## src/rtl/smacc_pkg.sv

```systemverilog
package smacc_pkg;

  // Upper bound on configuration length handled by the decode helpers.
  localparam int CFG_MAX = 1024;
  typedef logic [CFG_MAX-1:0] cfgVec_t;

  // Per-term strobes from the decoder to a term datapath.
  typedef struct packed {
    logic isSigned;
    logic useMul;
  } termCtl_t;

  function automatic int fieldAt(cfgVec_t cfg, int pos, int len);
    int v = 0;
    for (int i = 0; i < len; i++)
      if (cfg[pos+i]) v = v | (1 << i);
    return v;
  endfunction

  function automatic int sizeBits(cfgVec_t cfg);
    return fieldAt(cfg, 0, 4);
  endfunction

  function automatic int recLen(cfgVec_t cfg);
    return 2 + 2 * sizeBits(cfg);
  endfunction

  function automatic int recBase(cfgVec_t cfg, int t);
    return 4 + t * recLen(cfg);
  endfunction

  function automatic int termCount(cfgVec_t cfg, int cfgW);
    return (cfgW < 4) ? 0 : (cfgW - 4) / recLen(cfg);
  endfunction

  function automatic logic signedOf(cfgVec_t cfg, int t);
    return cfg[recBase(cfg, t)];
  endfunction

  function automatic logic subOf(cfgVec_t cfg, int t);
    return cfg[recBase(cfg, t) + 1];
  endfunction

  function automatic int widthA(cfgVec_t cfg, int t);
    return fieldAt(cfg, recBase(cfg, t) + 2, sizeBits(cfg));
  endfunction

  function automatic int widthB(cfgVec_t cfg, int t);
    return fieldAt(cfg, recBase(cfg, t) + 2 + sizeBits(cfg), sizeBits(cfg));
  endfunction

  // Bit position of factor A of term t on the operand bus.
  function automatic int offsetOf(cfgVec_t cfg, int t);
    int off = 0;
    for (int k = 0; k < t; k++) off += widthA(cfg, k) + widthB(cfg, k);
    return off;
  endfunction

  function automatic int packedWidth(cfgVec_t cfg, int nTerms);
    return offsetOf(cfg, nTerms);
  endfunction

endpackage

```

## src/rtl/smacc_ctrl.sv

```systemverilog
module smacc_ctrl
  import smacc_pkg::*;
#(
  parameter int CFG_W = 28,
  parameter logic [CFG_W-1:0] CFG = '0,
  parameter int N_TERMS = 1
) (
  output termCtl_t termCtl [N_TERMS],
  output logic [N_TERMS-1:0] subMask
);
  localparam cfgVec_t CFG_EXT = cfgVec_t'(CFG);

  for (genvar t = 0; t < N_TERMS; t++) begin : gTermCtl
    localparam logic SGN = signedOf(CFG_EXT, t);
    localparam logic SUB = subOf(CFG_EXT, t);
    localparam logic MUL = (widthB(CFG_EXT, t) != 0);
    assign termCtl[t].isSigned = SGN;
    assign termCtl[t].useMul   = MUL;
    assign subMask[t]          = SUB;
  end
endmodule

```

## src/rtl/smacc_term.sv

```systemverilog
module smacc_term
  import smacc_pkg::*;
#(
  parameter int RES_W = 10,
  parameter int WA = 4,
  parameter int WB = 3,
  localparam int WB_P = (WB == 0) ? 1 : WB
) (
  input  logic [WA-1:0]    facA,
  input  logic [WB_P-1:0]  facB,
  input  termCtl_t         ctl,
  output logic [RES_W-1:0] termVal
);
  logic [RES_W-1:0] extA;
  logic [RES_W-1:0] extB;
  logic [RES_W-1:0] prod;

  always_comb begin
    if (ctl.isSigned) begin
      extA = RES_W'($signed(facA));
      extB = RES_W'($signed(facB));
    end else begin
      extA = RES_W'(facA);
      extB = RES_W'(facB);
    end
  end

  // Product of the extended factors is already the true product mod 2^RES_W.
  assign prod    = extA * extB;
  assign termVal = ctl.useMul ? prod : extA;
endmodule

```

## src/rtl/smacc_accum.sv

```systemverilog
module smacc_accum #(
  parameter int RES_W = 10,
  parameter int N_TERMS = 1,
  parameter int BIT_W = 1
) (
  input  logic [RES_W-1:0]   termVal [N_TERMS],
  input  logic [N_TERMS-1:0] subMask,
  input  logic [BIT_W-1:0]   bitAddends,
  output logic [RES_W-1:0]   result
);
  logic [RES_W-1:0] acc;

  always_comb begin
    acc = '0;
    for (int t = 0; t < N_TERMS; t++)
      acc = subMask[t] ? (acc - termVal[t]) : (acc + termVal[t]);
    for (int b = 0; b < BIT_W; b++)
      acc = acc + RES_W'(bitAddends[b]);
  end

  assign result = acc;
endmodule

```

## src/rtl/smacc_top.sv

```systemverilog
module smacc_top
  import smacc_pkg::*;
#(
  parameter int RES_W = 10,
  parameter int OPND_W = 17,
  parameter int BIT_W = 3,
  parameter int CFG_W = 28,
  parameter logic [CFG_W-1:0] CFG = 28'h4C16713
) (
  input  logic [OPND_W-1:0] opnd,
  input  logic [BIT_W-1:0]  bitAddends,
  output logic [RES_W-1:0]  result
);
  localparam cfgVec_t CFG_EXT = cfgVec_t'(CFG);
  localparam int REC_LEN  = recLen(CFG_EXT);
  localparam int N_TERMS  = termCount(CFG_EXT, CFG_W);
  localparam int PACKED_W = packedWidth(CFG_EXT, N_TERMS);

  if (CFG_W < 4 + REC_LEN || ((CFG_W - 4) % REC_LEN) != 0) begin : gBadCfgLen
    $error("smacc_top: configuration length %0d is not 4 plus whole records of %0d", CFG_W, REC_LEN);
  end
  if (PACKED_W != OPND_W) begin : gBadOpndW
    $error("smacc_top: factor widths sum to %0d, operand bus is %0d", PACKED_W, OPND_W);
  end

  termCtl_t         termCtl [N_TERMS];
  logic [N_TERMS-1:0] subMask;
  logic [RES_W-1:0] termVal [N_TERMS];

  smacc_ctrl #(.CFG_W(CFG_W), .CFG(CFG), .N_TERMS(N_TERMS)) uCtrl (
    .termCtl (termCtl),
    .subMask (subMask)
  );

  for (genvar t = 0; t < N_TERMS; t++) begin : gTerm
    localparam int WA  = widthA(CFG_EXT, t);
    localparam int WB  = widthB(CFG_EXT, t);
    localparam int OFF = offsetOf(CFG_EXT, t);
    localparam int WB_P = (WB == 0) ? 1 : WB;
    logic [WB_P-1:0] facB;

    if (WA == 0) begin : gBadWidthA
      $error("smacc_top: term %0d has an empty factor A", t);
    end
    if (WB == 0) begin : gNoB
      assign facB = '0;
    end else begin : gHasB
      assign facB = opnd[OFF+WA +: WB_P];
    end

    smacc_term #(.RES_W(RES_W), .WA(WA), .WB(WB)) uTerm (
      .facA    (opnd[OFF +: WA]),
      .facB    (facB),
      .ctl     (termCtl[t]),
      .termVal (termVal[t])
    );
  end

  smacc_accum #(.RES_W(RES_W), .N_TERMS(N_TERMS), .BIT_W(BIT_W)) uAccum (
    .termVal    (termVal),
    .subMask    (subMask),
    .bitAddends (bitAddends),
    .result     (result)
  );
endmodule

```

## config.mk

```make
export PLATFORM = sky130hd
export DESIGN_NAME = smacc_top
export DESIGN_NICKNAME = d
export VERILOG_FILES = /design/src/rtl/smacc_pkg.sv /design/src/rtl/smacc_ctrl.sv /design/src/rtl/smacc_term.sv /design/src/rtl/smacc_accum.sv /design/src/rtl/smacc_top.sv
export SDC_FILE = /design/constraint.sdc
export NUM_CORES = 1
export LEC_CHECK = 0
export BUFFER_PORTS_ARGS = -buffer_cell sky130_fd_sc_hd__buf_2
export CORE_UTILIZATION = 38
export DETAILED_ROUTE_END_ITERATION = 10
export PLACE_DENSITY = 0.65
export SLEW_MARGIN = 20
export SYNTH_ARGS = -nofsm -noshare
export SYNTH_HDL_FRONTEND = slang
export SYNTH_SLANG_ARGS = --single-unit
export TNS_END_PERCENT = 20
```

## constraint.sdc

```tcl
create_clock -name vclk -period 11.5
set_input_delay 1.15 -clock vclk [all_inputs]
set_output_delay 1.15 -clock vclk [all_outputs]
set_load 0.01 [all_outputs]
```

Yosys cells after proc, flatten, opt, wreduce, memory -nomap -nowiden. Index checks and enable logic that the tools add are counted.

Bits in registers: 0. Output and inout bits: 10. Word-level logic and storage cells: 7. Input port bits: 20.

$add $sub $neg: 5. $mul: 2.

Operators by type and width (number): $add A10 B1 Y10 (3); $add A10 B5 Y10 (1); $sub A7 B6 Y8 (1); $mul A4 B3 Y7 (1); $mul A3 B2 Y5 (1).

Logic depth before layout (Yosys ltp).
Depth in word-level cells: 6. Gate-level depth with buffers: 16. Gate-level depth less buffers: 16.

Modules after synthesis. From an unflattened synthesis, not the netlist that was laid out.

Cell total of the unflattened synthesis: 642. Area, all modules: 5260.0 µm².

By module, submodules not included: smacc_accum (seq. area each 0.0 µm², cells an instance 210, times used 1, area each 1599.0 µm²); smacc_term at gTerm[0].uTerm (seq. area each 0.0 µm², cells an instance 156, times used 1, area each 1338.8 µm²); smacc_term at gTerm[2].uTerm (seq. area each 0.0 µm², cells an instance 135, times used 1, area each 1159.9 µm²); smacc_term at gTerm[1].uTerm (seq. area each 0.0 µm², cells an instance 129, times used 1, area each 1083.5 µm²); smacc_ctrl (seq. area each 0.0 µm², cells an instance 11, times used 1, area each 75.1 µm²); smacc_top (seq. area each 0.0 µm², cells an instance 1, times used 1, area each 3.8 µm²).

Least setup slack after synthesis. Ideal clock, no wire load.

Path type: input to output. Start: input port opnd[0]. End: output port result[5]. Data required time: 10.350 ns. Buffers on the path: 0. Path slack: 5.262 ns. Cell stages on the path: 13. Data arrival time: 5.088 ns. Cell sequence: nand2b_1 > fa_1 > fa_1 > inv_1 > fa_1 > ha_1 > fa_1 > ha_1 > ha_1 > o21ai_0 > nor2_1 > o31ai_1 > a21boi_0.

Cells in the longest elaborated chain, start to end: 6.

RTL lines: start, declared (line smacc_top.sv:10) `input logic [OPND_W-1:0] opnd,`; $mul A4 B3 Y7 (line smacc_term.sv:29) `assign prod = extA * extB;`; $sub A7 B6 Y8 (line smacc_accum.sv:16) `acc = subMask[t] ? (acc - termVal[t]) : (acc + termVal[t]);`; $add A10 B5 Y10 (line smacc_accum.sv:16); $add A10 B1 Y10 (3 in series) (line smacc_accum.sv:18) `acc = acc + RES_W'(bitAddends[b]);`; end, declared (line smacc_top.sv:12) `output logic [RES_W-1:0] result`.

No other way between the ends.

Worst setup path in the final report.
Start: input port opnd[0]. End: output port result[7].

The elaborated chain is that of the path after synthesis.

==> PnR_summary.wiki <==
{| class="wikitable"
! Metric !! Value
|-
| Run status || finished, final reports clean
|-
| Row count || 18
|-
| Worst slack at placement || 4.95 ns
|-
| Number of fill cells || ~260
|-
| WS Path Type || input port to output port
|-
| Worst IR drop on VDD || around 160 uV
|-
| Leakage power || 0.703 nW
|-
| Count of buffers from port buffering || 30
|-
| Final Slew Violations || 0
|-
| Ratio of final minimum period to clock period || 0.569
|-
| Pre-antenna DRT Iters || 3
|-
| Average via count per standard cell || 4.62
|-
| Per-cell routed wire length || 9.67 um
|-
| Initial DRC count || 11
|-
| Number of buffers added to fix hold violations after cts || 0
|-
| Number of global-route vias before repair || between 600 and 700
|-
| Overall power of the completed layout || approximately 0.00021 W
|-
| Class of the tightest hold or removal check || input port to output port
|-
| Total grt overflow || 0
|-
| Commonest cells in the synthesized netlist || ha_1 (25), inv_1 (23), fa_1 (13)
|-
| Number of antenna violations at the first check in global routing || 0
|-
| Area of the mapped netlist || about 1100 sq um
|-
| # setup viols final || 0
|-
| Nature of the critical path startpoint || input port
|-
| Dominant combinational cell family by area after synthesis || adder cells
|-
| Shortest period the worst path allows || around 6.5 ns
|-
| Synthesized area per cell || between 8 and 9 sq um
|-
| Tightest hold margin || between 2 and 3 ns
|-
| Initial cell density of the core || 0.416
|-
| Critical path required time || between 10 and 15 ns
|-
| Type of destination of the critical path || output port
|-
| Crit Path Max Fanout || 4
|-
| Placer Congestion || 0.728
|-
| Height of the chip || around 55 um
|-
| Post-CTS setup repair buffer count || 0
|-
| Max Cap Viol || 0
|-
| Accumulated negative setup slack || 0 ns
|-
| Compound-Gate Fraction of Synth Area || 0.157
|-
| I/O pin count || 30
|-
| Number of standard cells after synthesis || approximately 120
|-
| Share of Yosys cell area claimed by the top area cell type || 0.293
|-
| Max Fclk || 153 MHz
|-
| Number of nets still failing antenna checks after routing || 0
|-
| Core Util, Final || 0.489
|-
| Net Count, Synth || about 180
|-
| First-pass GRT wire length || 2.47 mm
|-
| Area growth syn-to-layout || 17.6%
|-
| Number of flip-flops and latches || 0
|-
| Share of cell area taken by muxes after synthesis || 0.0106
|-
| Final-layout clock buffer total || 0
|-
| PnR worst setup slack || 4.95 ns
|-
| Antenna diode count || 0
|-
| Post-synthesis share of cell area spent on full adders, half adders and majority gates || 0.537
|-
| Total power per unit cell area || 170 nW/um^2
|-
| Register area || 0 sq um
|-
| Full die area || just over 3000 sq um
|-
| Final hold vios || 0
|-
| DRT Wirelength || about 1.7 mm
|-
| Resized cells post-CTS || 0
|-
| Simple-Gate Fraction of Synth Area || 0.114
|-
| X dimension of the die || 55.0 um
|-
| Sum of net half-perimeters after detailed placement || roughly 1.7 mm
|-
| Top-count cell post-synth || ha_1
|-
| Setup repair after global routing missed its margin || no
|-
| Placeable core region || 2570 sq um
|-
| YS warnings || 0
|-
| Total via count in the routed design || 827
|-
| Number of distinct library cell variants in the gate-level netlist after synthesis || 26
|-
| Signal arrival time at the worst endpoint || roughly 5.4 ns
|-
| Sequential cell area fraction in the yosys report || 0
|-
| Synth top area cells || ha_1 (29%), fa_1 (24%), inv_1 (8.1%), and2_1 (6.4%), xnor2_1 (5.7%)
|-
| Total number of nets in the final design || around 210
|-
| DRC Markers || 0
|-
| Cell type with the largest total area after synthesis || ha_1
|-
| Tot GR Track Use || 0.109
|-
| Share of cells above drive strength 1 || 0.248
|-
| Largest net degree at the start of global routing || 6
|-
| Xor and xnor fraction of the mapped netlist area || 0.0973
|}
-- final cells by class --
cell class	instances	area, sq um	share of cell area
inverter	23	86.3	0.0688
multi-input combinational	96	981	0.782
tap	30	37.5	0.0299
timing repair buffer	30	150	0.120
-- metal layers --
layer	up-vias	track usage	routed length (um)
li1	448	-	-
met1	366	0.171	886
met2	13	0.179	795
met3	0	0	49
met4	0	0	0
met5	-	0	0
-- critical path: stages --
cell and delay, ns:
buf_2 0.10, nand2b_1 0.15, fa_1 0.49, fa_1 0.54, inv_1 0.05, fa_1 0.49, ha_1 0.32, fa_1 0.44
ha_1 0.30, ha_1 0.35, o21ai_0 0.17, nor2_1 0.08, o31ai_1 0.36, a21boi_2 0.13, xnor2_1 0.13, buf_2 0.14
-- through the flow --
step | std cells | instance area [sq um]
after floorplan | 119 | 1070
after global placement | 179 | 1250
after detailed placement | 179 | 1250
after CTS | 179 | 1250
after global routing | 179 | 1250
final | 179 | 1250
-- final timing paths --
path | start | endpoint | cells after the start
max | opnd[0] | result[7] | 16
min | bitAddends[0] | result[0] | 3
-- kinds of logic after synthesis --
| group | count (synthesis) |
|---|---|
| compound gates | 22 |
| xor+xnor | 11 |
| fa+ha+maj | 38 |
| buf+inv | 23 |
| mux | 1 |
| other cells | 1 |
| simple gates | 23 |
-- power breakdown --
group	switching, W	leakage (nW)	internal, W
Sequential	0	0	0
Combinational	0.000114	0.703	0.0000998
Clock	0	0	0
-- layout by cell type, fill, tap and decap left out --
master	instances
fa_1	13
o21ai_2	1
o31ai_1	1
a211oi_1	3
o21ai_0	3
a21boi_2	1
nand2b_1	1
a31oi_2	1
a21oi_1	5
a22oi_4	1
o21a_1	1
and2_1	11
nand2_1	4
conb_1	1
buf_2	30
a21o_1	2
inv_1	23
nor2_1	5
a21o_2	1
xor2_2	1
mux2_2	1
xnor2_1	7
nor2b_1	2
o21ai_1	1
xor2_1	3
ha_1	25
a21boi_0	1
Power figures use the tool's default switching activity.
